### config.mk
export PLATFORM = sky130hd
export DESIGN_NAME = i2c_mem_slave
export DESIGN_NICKNAME = d
export VERILOG_FILES = /design/src/rtl/i2c_mem_pkg.sv /design/src/rtl/i2c_mem_line_cond.sv /design/src/rtl/i2c_mem_addr_ctr.sv /design/src/rtl/i2c_mem_wr_port.sv /design/src/rtl/i2c_mem_slave.sv
export SDC_FILE = /design/constraint.sdc
export NUM_CORES = 1
export LEC_CHECK = 0
export BUFFER_PORTS_ARGS = -buffer_cell sky130_fd_sc_hd__clkbuf_2
export CAP_MARGIN = 20
export CORE_AREA = 2 2 119 121
export CTS_CLUSTER_SIZE = 16
export DETAILED_ROUTE_END_ITERATION = 6
export DIE_AREA = 0 0 121 123
export GPL_ROUTABILITY_DRIVEN = 0
export GPL_TIMING_DRIVEN = 0
export SLEW_MARGIN = 20
export SYNTH_ARGS = -nofsm -noshare
export SYNTH_HDL_FRONTEND = slang
export SYNTH_HIERARCHICAL = 1
export SYNTH_SLANG_ARGS = --single-unit
### constraint.sdc
create_clock -name clk -period 2.7 [get_ports clk]
set_clock_uncertainty 0.1 [all_clocks]
set_input_delay 0.135 -clock clk [delete_from_list [all_inputs] [get_ports clk]]
set_output_delay 0.135 -clock clk [all_outputs]
set_load 0.01 [all_outputs]
### src/rtl/i2c_mem_pkg.sv
package i2c_mem_pkg;
  typedef enum logic [3:0] {
    ST_IDLE,
    ST_DEV,
    ST_AHI,
    ST_ALO,
    ST_WDAT,
    ST_RDAT,
    ST_RACK,
    ST_RNXT,
    ST_SKIP
  } phase_t;
endpackage

### src/rtl/i2c_mem_line_cond.sv
module i2c_mem_line_cond #(
  parameter int unsigned STAGES = 2
) (
  input  logic clk,
  input  logic rst_n,
  input  logic scl_in,
  input  logic sda_in,
  output logic scl_s,
  output logic sda_s,
  output logic scl_rise,
  output logic scl_fall,
  output logic start_det,
  output logic stop_det
);
  logic [STAGES-1:0] scl_p, sda_p;
  logic scl_q, sda_q;

  always_ff @(posedge clk or negedge rst_n) begin
    if (!rst_n) begin
      scl_p <= '1;
      sda_p <= '1;
      scl_q <= 1'b1;
      sda_q <= 1'b1;
    end else begin
      scl_p <= {scl_p[STAGES-2:0], scl_in};
      sda_p <= {sda_p[STAGES-2:0], sda_in};
      scl_q <= scl_p[STAGES-1];
      sda_q <= sda_p[STAGES-1];
    end
  end

  assign scl_s     = scl_p[STAGES-1];
  assign sda_s     = sda_p[STAGES-1];
  assign scl_rise  = scl_s & ~scl_q;
  assign scl_fall  = ~scl_s & scl_q;
  assign start_det = scl_s & scl_q & sda_q & ~sda_s;
  assign stop_det  = scl_s & scl_q & ~sda_q & sda_s;
endmodule

### src/rtl/i2c_mem_addr_ctr.sv
module i2c_mem_addr_ctr #(
  parameter int unsigned ADDR_W = 14,
  parameter int unsigned PAGE_W = 6
) (
  input  logic              clk,
  input  logic              rst_n,
  input  logic              load,
  input  logic [ADDR_W-1:0] load_val,
  input  logic              inc_page,
  input  logic              inc_full,
  output logic [ADDR_W-1:0] addr
);
  localparam logic [PAGE_W-1:0] ONE_P = PAGE_W'(1);
  localparam logic [ADDR_W-1:0] ONE_A = ADDR_W'(1);

  always_ff @(posedge clk or negedge rst_n) begin
    if (!rst_n) addr <= '0;
    else if (load) addr <= load_val;
    else if (inc_full) addr <= addr + ONE_A;
    else if (inc_page) addr <= {addr[ADDR_W-1:PAGE_W], addr[PAGE_W-1:0] + ONE_P};
  end

  // a write step never leaves the page
  a_r4_page_hold: assert property (@(posedge clk) disable iff (!rst_n)
    (inc_page && !load && !inc_full) |=> addr[ADDR_W-1:PAGE_W] == $past(addr[ADDR_W-1:PAGE_W]));
  // read step wraps at the end of the space
  a_r7_full_wrap: assert property (@(posedge clk) disable iff (!rst_n)
    (inc_full && !load && (&addr)) |=> addr == '0);
endmodule

### src/rtl/i2c_mem_wr_port.sv
module i2c_mem_wr_port #(
  parameter int unsigned ADDR_W = 14,
  parameter int unsigned DATA_W = 8
) (
  input  logic              clk,
  input  logic              rst_n,
  input  logic              offer,
  input  logic [ADDR_W-1:0] offer_addr,
  input  logic [DATA_W-1:0] offer_data,
  input  logic              withdraw,
  input  logic              ready,
  output logic              valid,
  output logic [ADDR_W-1:0] addr,
  output logic [DATA_W-1:0] data,
  output logic              taken
);
  logic took_q;
  logic hs;

  assign hs    = valid & ready;
  assign taken = took_q | hs;

  always_ff @(posedge clk or negedge rst_n) begin
    if (!rst_n) begin
      valid  <= 1'b0;
      addr   <= '0;
      data   <= '0;
      took_q <= 1'b0;
    end else if (offer) begin
      valid  <= 1'b1;
      addr   <= offer_addr;
      data   <= offer_data;
      took_q <= 1'b0;
    end else if (withdraw) begin
      valid  <= 1'b0;
      took_q <= 1'b0;
    end else if (hs) begin
      valid  <= 1'b0;
      took_q <= 1'b1;
    end
  end

  // an offered byte stays put until taken or withdrawn
  a_r11_hold: assert property (@(posedge clk) disable iff (!rst_n)
    (valid && !ready && !withdraw && !offer) |=> valid && $stable(data) && $stable(addr));
endmodule

### src/rtl/i2c_mem_slave.sv
module i2c_mem_slave
  import i2c_mem_pkg::*;
#(
  parameter int unsigned ADDR_W      = 14,
  parameter int unsigned PAGE_W      = 6,
  parameter int unsigned SYNC_STAGES = 2,
  parameter logic [3:0]  DEV_PREFIX  = 4'b1010
) (
  input  logic              clk,
  input  logic              rst_n,
  input  logic              scl_i,
  input  logic              sda_i,
  output logic              sda_oe,
  input  logic [2:0]        strap_i,
  input  logic              wp_i,
  input  logic              busy_i,
  output logic              wr_valid,
  input  logic              wr_ready,
  output logic [ADDR_W-1:0] wr_addr,
  output logic [7:0]        wr_data,
  output logic              wr_commit,
  output logic [ADDR_W-1:0] rd_addr,
  input  logic [7:0]        rd_data
);
  localparam int unsigned HI_W = ADDR_W - 8;

  logic scl_s, sda_s, rise, fall, start_det, stop_det;
  phase_t ph;
  logic [3:0] bitn;
  logic [7:0] sh;
  logic [HI_W-1:0] ahi_q;
  logic in_ack, oe, rdmode, wp_lat, wr_any, wr_bad, commit_q;
  logic byte_full, dev_hit;
  logic ld, inc_full, offer, withdraw, wr_taken;

  i2c_mem_line_cond #(.STAGES(SYNC_STAGES)) u_line (
    .clk(clk), .rst_n(rst_n), .scl_in(scl_i), .sda_in(sda_i),
    .scl_s(scl_s), .sda_s(sda_s), .scl_rise(rise), .scl_fall(fall),
    .start_det(start_det), .stop_det(stop_det)
  );

  assign byte_full = (bitn == 4'd8);
  assign dev_hit   = (sh[7:1] == {DEV_PREFIX, strap_i}) && !busy_i;
  assign ld        = (ph == ST_ALO) && !in_ack && fall && byte_full;
  assign inc_full  = (ph == ST_RDAT) && fall && byte_full;
  assign offer     = (ph == ST_WDAT) && !in_ack && rise && (bitn == 4'd7) && !wp_lat;
  assign withdraw  = ((ph == ST_WDAT) && !in_ack && fall && byte_full) || start_det || stop_det;

  i2c_mem_addr_ctr #(.ADDR_W(ADDR_W), .PAGE_W(PAGE_W)) u_ctr (
    .clk(clk), .rst_n(rst_n), .load(ld), .load_val({ahi_q, sh}),
    .inc_page(wr_valid & wr_ready), .inc_full(inc_full), .addr(rd_addr)
  );

  i2c_mem_wr_port #(.ADDR_W(ADDR_W), .DATA_W(8)) u_wr (
    .clk(clk), .rst_n(rst_n), .offer(offer), .offer_addr(rd_addr),
    .offer_data({sh[6:0], sda_s}), .withdraw(withdraw), .ready(wr_ready),
    .valid(wr_valid), .addr(wr_addr), .data(wr_data), .taken(wr_taken)
  );

  always_ff @(posedge clk or negedge rst_n) begin
    if (!rst_n) begin
      ph       <= ST_IDLE;
      bitn     <= '0;
      sh       <= '0;
      ahi_q    <= '0;
      in_ack   <= 1'b0;
      oe       <= 1'b0;
      rdmode   <= 1'b0;
      wp_lat   <= 1'b0;
      wr_any   <= 1'b0;
      wr_bad   <= 1'b0;
      commit_q <= 1'b0;
    end else begin
      commit_q <= 1'b0;
      if (start_det) begin
        ph     <= ST_DEV;
        bitn   <= '0;
        in_ack <= 1'b0;
        oe     <= 1'b0;
        wr_any <= 1'b0;
        wr_bad <= 1'b0;
      end else if (stop_det) begin
        ph       <= ST_IDLE;
        in_ack   <= 1'b0;
        oe       <= 1'b0;
        commit_q <= wr_any & ~wr_bad;
        wr_any   <= 1'b0;
        wr_bad   <= 1'b0;
      end else if (in_ack) begin
        if (fall) begin
          in_ack <= 1'b0;
          oe     <= 1'b0;
          bitn   <= '0;
          case (ph)
            ST_DEV: begin
              if (rdmode) begin
                ph <= ST_RDAT;
                sh <= rd_data;
                oe <= ~rd_data[7];
              end else begin
                ph <= ST_AHI;
              end
            end
            ST_AHI: ph <= ST_ALO;
            ST_ALO: begin
              ph     <= ST_WDAT;
              wp_lat <= wp_i;
            end
            default: ;
          endcase
        end
      end else begin
        case (ph)
          ST_DEV, ST_AHI, ST_ALO, ST_WDAT: begin
            if (rise && !byte_full) begin
              sh   <= {sh[6:0], sda_s};
              bitn <= bitn + 4'd1;
            end else if (fall && byte_full) begin
              case (ph)
                ST_DEV: begin
                  rdmode <= sh[0];
                  if (dev_hit) begin
                    oe     <= 1'b1;
                    in_ack <= 1'b1;
                  end else begin
                    ph <= ST_SKIP;
                  end
                end
                ST_AHI: begin
                  ahi_q  <= sh[HI_W-1:0];
                  oe     <= 1'b1;
                  in_ack <= 1'b1;
                end
                ST_ALO: begin
                  oe     <= 1'b1;
                  in_ack <= 1'b1;
                end
                default: begin
                  if (!wp_lat && wr_taken) begin
                    oe     <= 1'b1;
                    in_ack <= 1'b1;
                    wr_any <= 1'b1;
                  end else begin
                    ph     <= ST_SKIP;
                    wr_bad <= 1'b1;
                  end
                end
              endcase
            end
          end
          ST_RDAT: begin
            if (rise) begin
              bitn <= bitn + 4'd1;
            end else if (fall) begin
              if (byte_full) begin
                oe <= 1'b0;
                ph <= ST_RACK;
              end else begin
                sh <= {sh[6:0], 1'b0};
                oe <= ~sh[6];
              end
            end
          end
          ST_RACK: if (rise) ph <= sda_s ? ST_SKIP : ST_RNXT;
          ST_RNXT: begin
            if (fall) begin
              ph   <= ST_RDAT;
              bitn <= '0;
              sh   <= rd_data;
              oe   <= ~rd_data[7];
            end
          end
          default: ;
        endcase
      end
    end
  end

  assign sda_oe    = oe;
  assign wr_commit = commit_q;

  // drive moves only with the bus clock low
  a_r13_oe_scl_low: assert property (@(posedge clk) disable iff (!rst_n)
    (oe != $past(oe)) |-> !scl_s);
  // busy refuses the device address
  a_r9_busy_nack: assert property (@(posedge clk) disable iff (!rst_n)
    (ph == ST_DEV && !in_ack && fall && byte_full && busy_i) |=> (!oe && ph == ST_SKIP));
  // START restarts address reception, released
  a_r12_start_restart: assert property (@(posedge clk) disable iff (!rst_n)
    start_det |=> (ph == ST_DEV && !oe && bitn == 4'd0));
  // a skipped transfer keeps the line released
  a_r1_skip_quiet: assert property (@(posedge clk) disable iff (!rst_n)
    (ph == ST_SKIP) |-> !oe);
endmodule

# [Word-level counts from Yosys, hierarchy flattened]
# Cells that the tools add are included.
[totals] regBits=73 inputBits=18 out_inout_bits=39 wordCells=214
[classes] n_addsub=3 n_eq_ne=39 mux=87 bitwise_logic=21 n_reduce_logical=43
[ops] cell="2-to-1 mux 4 bit" n=20
[ops] cell="2-to-1 mux 8 bit" n=9
[ops] cell="2-to-1 mux 1 bit" n=46
[ops] cell="inequality test 5 bit, second input constant" n=6
[ops] cell="2-to-1 mux 14 bit" n=2
[ops] cell="case mux 4 bit (3 select lines)" n=2
[ops] cell="case mux 8 bit (3 select lines)" n=1
[ops] cell="== test 4 x 3 -> 1 bit, second input constant" n=5
[ops] cell="inequality test 4 bit, second input constant" n=5
[ops] cell="inequality test 3 bit, second input constant" n=6
[ops] cell="inequality test 6 bit, second input constant" n=3
[ops] cell="case mux 4 bit (4 select lines)" n=1
[ops] cell="logical AND 1 bit" n=15
[ops] cell="nonzero test 3 bit" n=5
[ops] cell="adder 14 x 1 -> 14 bit, second input constant" n=1
[ops] cell="AND reduction 7 bit" n=2
[ops] cell="AND reduction 13 bit" n=1
[ops] cell="AND reduction 6 bit" n=2
[ops] cell="NOT 1 bit" n=11
[ops] cell="AND reduction 11 bit" n=1
[ops] cell="bitwise AND 1 bit" n=9
[ops] cell="AND reduction 9 bit" n=1
[ops] cell="== test 4 x 2 -> 1 bit, second input constant" n=2
[ops] cell="inequality test 2 bit, second input constant" n=4
[ops] cell="other kinds (27)" n=33

# [Logic depth before layout (Yosys ltp)]
# Gate-level depths: netlist of run 1.
[depth] word_depth=11 depth_mapped=8 mapped_depth_nobuf=8

# [Modules after synthesis]
# Netlist of run 1, hierarchy kept.
[modules_own_cells] mod="i2c_mem_slave" instances=1 cells_each=220 area_per_inst_um2=2058.2 seq_area_each_um2=725.7
[modules_own_cells] mod="i2c_mem_wr_port" instances=1 cells_each=53 area_per_inst_um2=996.0 seq_area_each_um2=600.6
[modules_own_cells] mod="i2c_mem_addr_ctr" instances=1 cells_each=83 area_per_inst_um2=779.5 seq_area_each_um2=350.3
[modules_own_cells] mod="i2c_mem_line_cond" instances=1 cells_each=10 area_per_inst_um2=190.2 seq_area_each_um2=157.7

# [Least setup slack after synthesis of run 1]
# No wires, ideal clock.
[synth_path] path_type="register to register" start="register u_line.scl_q" end="register u_ctr.addr[11]" arrival_time_ns=2.722 t_required_ns=2.473 slack_ns=-0.249 stages_incl_launch_ff=8 path_buffers=0 cell_sequence="dfstp_2 nor2b_1 nand4b_1 nor4b_1 nand3_2 or4b_1 xor2_1 o21ai_2"
[synth_via] elab_chain_cells=4
[synth_rtl] element="from (decl)" line="i2c_mem_line_cond.sv:16" source="logic scl_q, sda_q;"
[synth_rtl] element="from (signal assigned)" line="i2c_mem_line_cond.sv:27" source="scl_q <= scl_p[STAGES-1];"
[synth_rtl] element="bitwise AND 1 bit" line="i2c_mem_line_cond.sv:35" source="assign scl_fall = ~scl_s & scl_q;"
[synth_rtl] element="via fall" line="i2c_mem_slave.sv:27" source="logic scl_s, sda_s, rise, fall, start_det, stop_det;"
[synth_rtl] element="logical AND 1 bit (2 in a row)" line="i2c_mem_slave.sv:45" source="assign inc_full = (ph == ST_RDAT) && fall && byte_full;"
[synth_rtl] element="via inc_full" line="i2c_mem_slave.sv:34" source="logic ld, inc_full, offer, withdraw, wr_taken;"
[synth_rtl] element="nonzero test 2 bit (no source line)"
[synth_rtl] element="to (signal assigned)" line="i2c_mem_addr_ctr.sv:18" source="else if (load) addr <= load_val;"
[synth_rtl] element="to (signal assigned)" line="i2c_mem_addr_ctr.sv:19" source="else if (inc_full) addr <= addr + ONE_A;"
[synth_rtl] element="to (signal assigned)" line="i2c_mem_addr_ctr.sv:20" source="else if (inc_page) addr <= {addr[ADDR_W-1:PAGE_W], addr[PAGE_W-1:0] + ONE_P};"
[synth_rtl] element="to (decl)" line="i2c_mem_addr_ctr.sv:11" source="output logic [ADDR_W-1:0] addr"
# The timed path passes the listed nets, and every way through them passes these cells.
# A chain may end at the register's enable or synchronous reset.

# [Worst setup path after layout of run 1]
# Ends and elaborated chain as after synthesis.

==> flow_summary.ini, run 1 <==
[outcome]
status = finished clean

[clock_tree]
clock_latency_ns = 0.33
cts_tree = built
cts.reportedPaths.clkPinSlew_ns = 0.06
htreeDepth = 3
cts_buffers = 9
clock_tree.buffer_depth = 2
cts.sinks = 73
root_buffer = clkbuf_16

[placed_design]
port_buffers = 56
dp_hpwl_mm = 7.20
dp.cells = 603
dp_slack_ns = -0.558

[timing]
hold_viol = 0
whs_ns = 0.0360
fmax_mhz = 393
rsz0062_at_grt = true
finalMaxSlewViolations = 0
period_share_pct = 94.3
worst_slew_pin_slew_ns = 0.554
layout_setup_ws_ns = 0.153
finalSetupViolCount = 0
setup_tns_ns = 0
period_needed_ns = 2.55
slew_headroom_pct = 63.0

[logic_synthesis]
syn-mean-instance-area_um2 = 11.0
synth_top_area_share_pct = 41.7
ys_types = 71
synthDominantAreaCellType = dfrtp_1
synth_area_leaders = dfrtp_1 42%, mux2_4 9.7%, nand2_1 4.5%
syn_area_mm2 = 0.00402
synth_edf_count = 0
async_flop_share_pct = 100
synth.yosys.warnings = 6
syn_nets = 387
yosysSeqAreaShare_pct = 45.6
synth.top_cells.by_count = 67 x dfrtp_1, 48 x nand2_1, 26 x mux2_4
synthCells = 366
ys_ff_latch = 73
yosysMostFrequentCell = dfrtp_1
synth_ff_type = dfrtp_1

[layout]
antenna_cells = 0
fin_cells = 628
drive_gt1_share_pct = 35.3
nets = 464
area_growth_pct = 23.4
fill_cells = 1362

[critical_path]
critPathLaunch = u_line/scl_q$_DFF_PN1_
ff2ff_path_depth = 8
reg2reg_to = u_ctr/addr[11]$_DFFE_PN0P_
critPathArrivalTime_ns = 2.71
cp_slowest_stage_delay_ns = 0.57
cp-end-kind = flop
reg2reg_from = u_line/scl_q$_DFF_PN1_
criticalPathCategory = flop to flop
crit_fanout = 6
cp.required_ns = 2.86
r2r_setup_slack_ns = 0.15
path_cells = nor2b_4, nand4b_1, buf_4, nor4b_4, nand3_2, or4b_4, xor2_2, o21ai_2
start_kind = flop
cp-endpoint = u_ctr/addr[11]$_DFFE_PN0P_
crit_slowest_cell = or4b_4

[global_route]
grt_max_degree = 46
grt_usage_pct = 13.7
grt_pass1_wl_mm = 16.0
antenna_found_initial = 0
grt_pass1_vias = 3124
overflow = 0

[die]
io_pins = 57
die-width_um = 121
die_h_um = 123
initial_core_util_pct = 29.6
rows = 43
core-area_mm2 = 0.0136
design.die.area_mm2 = 0.0149

[detailed_routing]
drc = 0
drt-pass1-iter-count = 4
ant_nets = 0
via_count = 3134
drtIter0Drc = 229
drt_wl_total_mm = 9.94
viasPerCell = 4.99
wl_per_cell_um = 15.8

[power]
power_density_mw_per_mm2 = 695
peakVddDrop_mv = 0.615
power.leakage_nw = 2.26
power_w = 0.00345

[run]
drv_cap = 0

[min_path]
hold_class = input pin to flop
==> timing repair <==
| action | CTS | global route |
|---|---|---|
| pin swaps | 2 | 1 |
| setup buffers | 3 | 2 |
| endpoints found under the hold margin | 31 | 0 |
| resized for setup | 3 | 10 |
| hold buffers | 4 | 0 |
| setup endpoints to repair | 16 | 24 |
==> registers in the layout, indices dropped and copies added (netlist names), 2 cells and up <==
| register | count |
|---|---|
| ahi_q | 6 |
| bitn | 4 |
| ph | 4 |
| sh | 8 |
| u_ctr/addr | 14 |
| u_line/scl_p | 2 |
| u_line/sda_p | 2 |
| u_wr/addr | 14 |
| u_wr/data | 8 |
==> worst min path at each step <==
stage | from | to | depth (start not counted)
2_1_floorplan | rst_n | ahi_q[0]$_DFFE_PN0P_ | 0
3_3_place_gp | sda_i | u_line/sda_p[0]$_DFF_PN1_ | 1
3_5_place_dp | rst_n | u_ctr/addr[9]$_DFFE_PN0P_ | 1
4_1_cts | rd_data[1] | sh[1]$_DFFE_PN0P_ | 4
5_1_grt | rd_data[3] | sh[3]$_DFFE_PN0P_ | 4
6_report | rd_data[3] | sh[3]$_DFFE_PN0P_ | 4
==> routing by layer <==
metal	wire length [µm]	GRT usage [%]	vias up
li1	-	-	1473
met1	4790	19.6	1527
met2	4290	19.7	114
met3	674	4.01	20
met4	177	4.87	0
met5	0	0	-
==> where the power goes <==
group	internal [W]	switching (W)	total, W
combinational	0.000466	0.000466	0.000932
sequential	0.00121	0.000190	0.00140
clock	0.000666	0.000453	0.00112
total	0.00234	0.00111	0.00345
==> cell usage in the layout (no fill, tap or decap), drive strengths merged, types with 3 or more instances in the layout <==
master       count
a21boi           3
buf             16
nand3           10
dlygate4sd3      4
nor4b            5
clkinv           3
clkbuf          75
or4b             3
a211oi           3
ha               3
a21o             3
o21ai           22
nor3            10
or2              5
xor2            12
a21oi            7
nor2            20
nor2b            5
dfstp            6
inv             11
nor4             4
nor3b            5
nand2           48
mux2            39
and3             3
a22o             4
nand2b           4
nand4            5
dfrtp           67
xnor2            6
==> stage by stage <==
step           area, µm²  util, %
2_1_floorplan       4040        -
3_3_place_gp        4540     33.4
3_5_place_dp        4570     33.6
4_1_cts             4930     36.2
5_1_grt             4970     36.5
6_report            4970     36.5
==> area by class of cell <==
type | count | area [µm²] | area share [%]
clock buffers | 11 | 253 | 5.09
inverters | 11 | 41.3 | 0.831
well taps | 180 | 225 | 4.53
repair buffers | 66 | 388 | 7.81
plain buffers | 18 | 158 | 3.17
multi-input cells | 264 | 2040 | 41.0
flip-flops and latches | 73 | 1830 | 36.9
clock inverters | 5 | 30.0 | 0.605
==> cell families after synthesis <==
family	count (synthesis)	synth area share, %
AOI/OAI and AO/OA	63	12.0
xor gates and xnor gates	18	3.92
adders and majority gates	3	0.933
buffers and inverters	29	4.82
DFF	73	45.6
muxes	41	13.8
and+or+nand+nor	139	18.9
==> critical path: cells and delay by family, from the launching register on <==
kind / cells / cell delay [ns]
XOR/XNOR: 1 / 0.16
flip-flops: 1 / 0.54
AND/OR/NAND/NOR: 5 / 1.38
buffers and inverters: 1 / 0.17
AO/OA/AOI/OAI: 1 / 0.12
(Power assumes the default switching activity.)
==> run 2, diff against run 1 <==
--- a/config.mk
+++ b/config.mk
@@ -8,6 +8,7 @@
 export BUFFER_PORTS_ARGS = -buffer_cell sky130_fd_sc_hd__clkbuf_2
 export CAP_MARGIN = 20
 export CORE_AREA = 2 2 119 121
+export CTS_BUF_LIST = sky130_fd_sc_hd__clkbuf_2 sky130_fd_sc_hd__clkbuf_4 sky130_fd_sc_hd__clkbuf_8
 export CTS_CLUSTER_SIZE = 16
 export DETAILED_ROUTE_END_ITERATION = 6
 export DIE_AREA = 0 0 121 123
==> flow_summary.ini, run 2 (synthesis gave the netlist of run 1 again) <==
[layout]
fill_cells = 1384
final_cell_mix = 67 x dfrtp_1, 59 x clkbuf_2, 48 x nand2_1
nets = 464
area_growth_pct = 20.9
multi_input_area_mm2 = 0.00204
regArea_mm2 = 0.00183
final_common_cell = dfrtp_1
top_regs = u_ctr/addr (14), u_wr/addr (14)
drive_gt1_share_pct = 35.3
antenna_cells = 0

[global_route]
grt_pass1_vias = 3123
grt_pass1_wl_mm = 15.9
antenna_found_initial = 0
grt_max_degree = 46
grt_usage_pct = 13.5
overflow = 0

[critical_path]
criticalPathCategory = flop to flop
start_kind = flop
critPathLaunch = u_line/scl_q$_DFF_PN1_
critPathArrivalTime_ns = 2.74
ff2ff_path_depth = 8
cp.required_ns = 2.88
reg2reg_from = u_line/scl_q$_DFF_PN1_
crit_fanout = 6
cp-end-kind = flop

[detailed_routing]
drt_wl_total_mm = 9.89
viasPerCell = 4.91
drt-pass1-iter-count = 4
drtIter0Drc = 262
ant_nets = 0
wl_per_cell_um = 15.7
drc = 0
via_count = 3082

[timing]
fmax_mhz = 391
finalSetupViolCount = 0
hold_viol = 0
slew_headroom_pct = 63.9
worst_slew_pin_slew_ns = 0.540
rsz0062_at_grt = true
finalMaxSlewViolations = 0
whs_ns = 0.0243
period_needed_ns = 2.56
period_share_pct = 94.8
setup_tns_ns = 0

[clock_tree]
clock_latency_ns = 0.35
root_buffer = clkbuf_8
clock_tree.buffer_depth = 2
cts_buffers = 9
cts_tree = built
htreeDepth = 3
cts.sinks = 73
cts.reportedPaths.clkPinSlew_ns = 0.07

[min_path]
hold_start = rd_data[3]
hold_class = input pin to flop
worstHoldPathCells = 4

[placed_design]
dp_hpwl_mm = 7.20
port_buffers = 56

[die]
die_h_um = 123
initial_core_util_pct = 29.6
die-width_um = 121
io_pins = 57
design.die.area_mm2 = 0.0149
core-area_mm2 = 0.0136
rows = 43

[power]
power.leakage_nw = 2.21
pwr-share-comb_pct = 29.9
seq_power_share_pct = 44.9
internal-power_w = 0.00205
peakVddDrop_mv = 0.465
switchingPower_w = 0.00106
swShare_pct = 34.0
power_density_mw_per_mm2 = 640
p_clk_share_pct = 25.2

[outcome]
status = finished clean

[run]
drv_cap = 0
## run 2: cell counts in the layout (fill, tap and decap cells not counted)
Identical to the previous run, type by type.
## run 2: power by group through the flow
stage / sequential, W / combinational, W / clock (W)
5_1_grt: 0.00142 / 0.00102 / 0.000865
6_report: 0.00140 / 0.000931 / 0.000784
3_3_place_gp: 0.00142 / 0.000882 / 0
2_1_floorplan: 0.00135 / 0.000712 / 0
3_5_place_dp: 0.00142 / 0.000910 / 0
4_1_cts: 0.00140 / 0.000920 / 0.000824
## run 2: timing repair
item / in CTS / in global routing
hold buffers: 4 / 0
endpoints found under the setup margin: 16 / 24
gates cloned: 0 / 0
setup buffers: 3 / 2
pin swaps: 2 / 1
resized for setup: 3 / 10
endpoints found under the hold margin: 31 / 0
## run 2: critical path, cell delays in order (launching register included)
cell and delay (ns):
dfstp_2 0.55, nor2b_4 0.21, nand4b_1 0.11, buf_4 0.17, nor4b_4 0.30, nand3_2 0.19, or4b_4 0.57, xor2_2 0.16
o21ai_2 0.12
## run 2: metrics by stage
step | instances | power, W | worst slack (ns) | utilization (%) | area (µm²)
finish | 628 | 0.00311 | 0.141 | 35.7 | 4870
global route | 628 | 0.00330 | -0.0131 | 35.7 | 4870
CTS | 626 | 0.00315 | 0.00542 | 35.5 | 4830
detailed placement | 603 | 0.00233 | -0.558 | 33.6 | 4570
global placement | 602 | 0.00230 | -0.530 | 33.4 | 4540
floorplan | 366 | 0.00206 | 0.0419 | - | 4040
## run 2: path summary, 6_finish.rpt
check	endpoint	slack (ns)
worst min-delay path	sh[3]$_DFFE_PN0P_	0.02
max in group asynchronous	u_line/scl_p[0]$_DFF_PN1_	1.69
worst max-delay path	u_ctr/addr[11]$_DFFE_PN0P_	0.14
worst max register to register	u_ctr/addr[11]$_DFFE_PN0P_	0.14
min in group asynchronous	u_wr/addr[9]$_DFFE_PN0P_	0.18
worst min register to register	u_line/scl_p[1]$_DFF_PN1_	0.26
## run 2: area by class of cell
cell class              instances  share of cell area, %
multi-input cells             264                   41.9
flip-flops and latches         73                   37.7
repair buffers                 66                   7.97
well taps                     180                   4.63
plain buffers                  18                   3.24
clock buffers                  11                   3.11
inverters                      11                  0.849
clock inverters                 5                  0.617
## run 2: metal layers
layer / track usage [%] / wire (µm) / vias to the layer above
met5: 0 / 0 / -
met4: 4.87 / 129 / 0
met3: 3.46 / 625 / 12
met2: 19.7 / 4330 / 103
met1: 19.3 / 4800 / 1504
li1: - / - / 1463
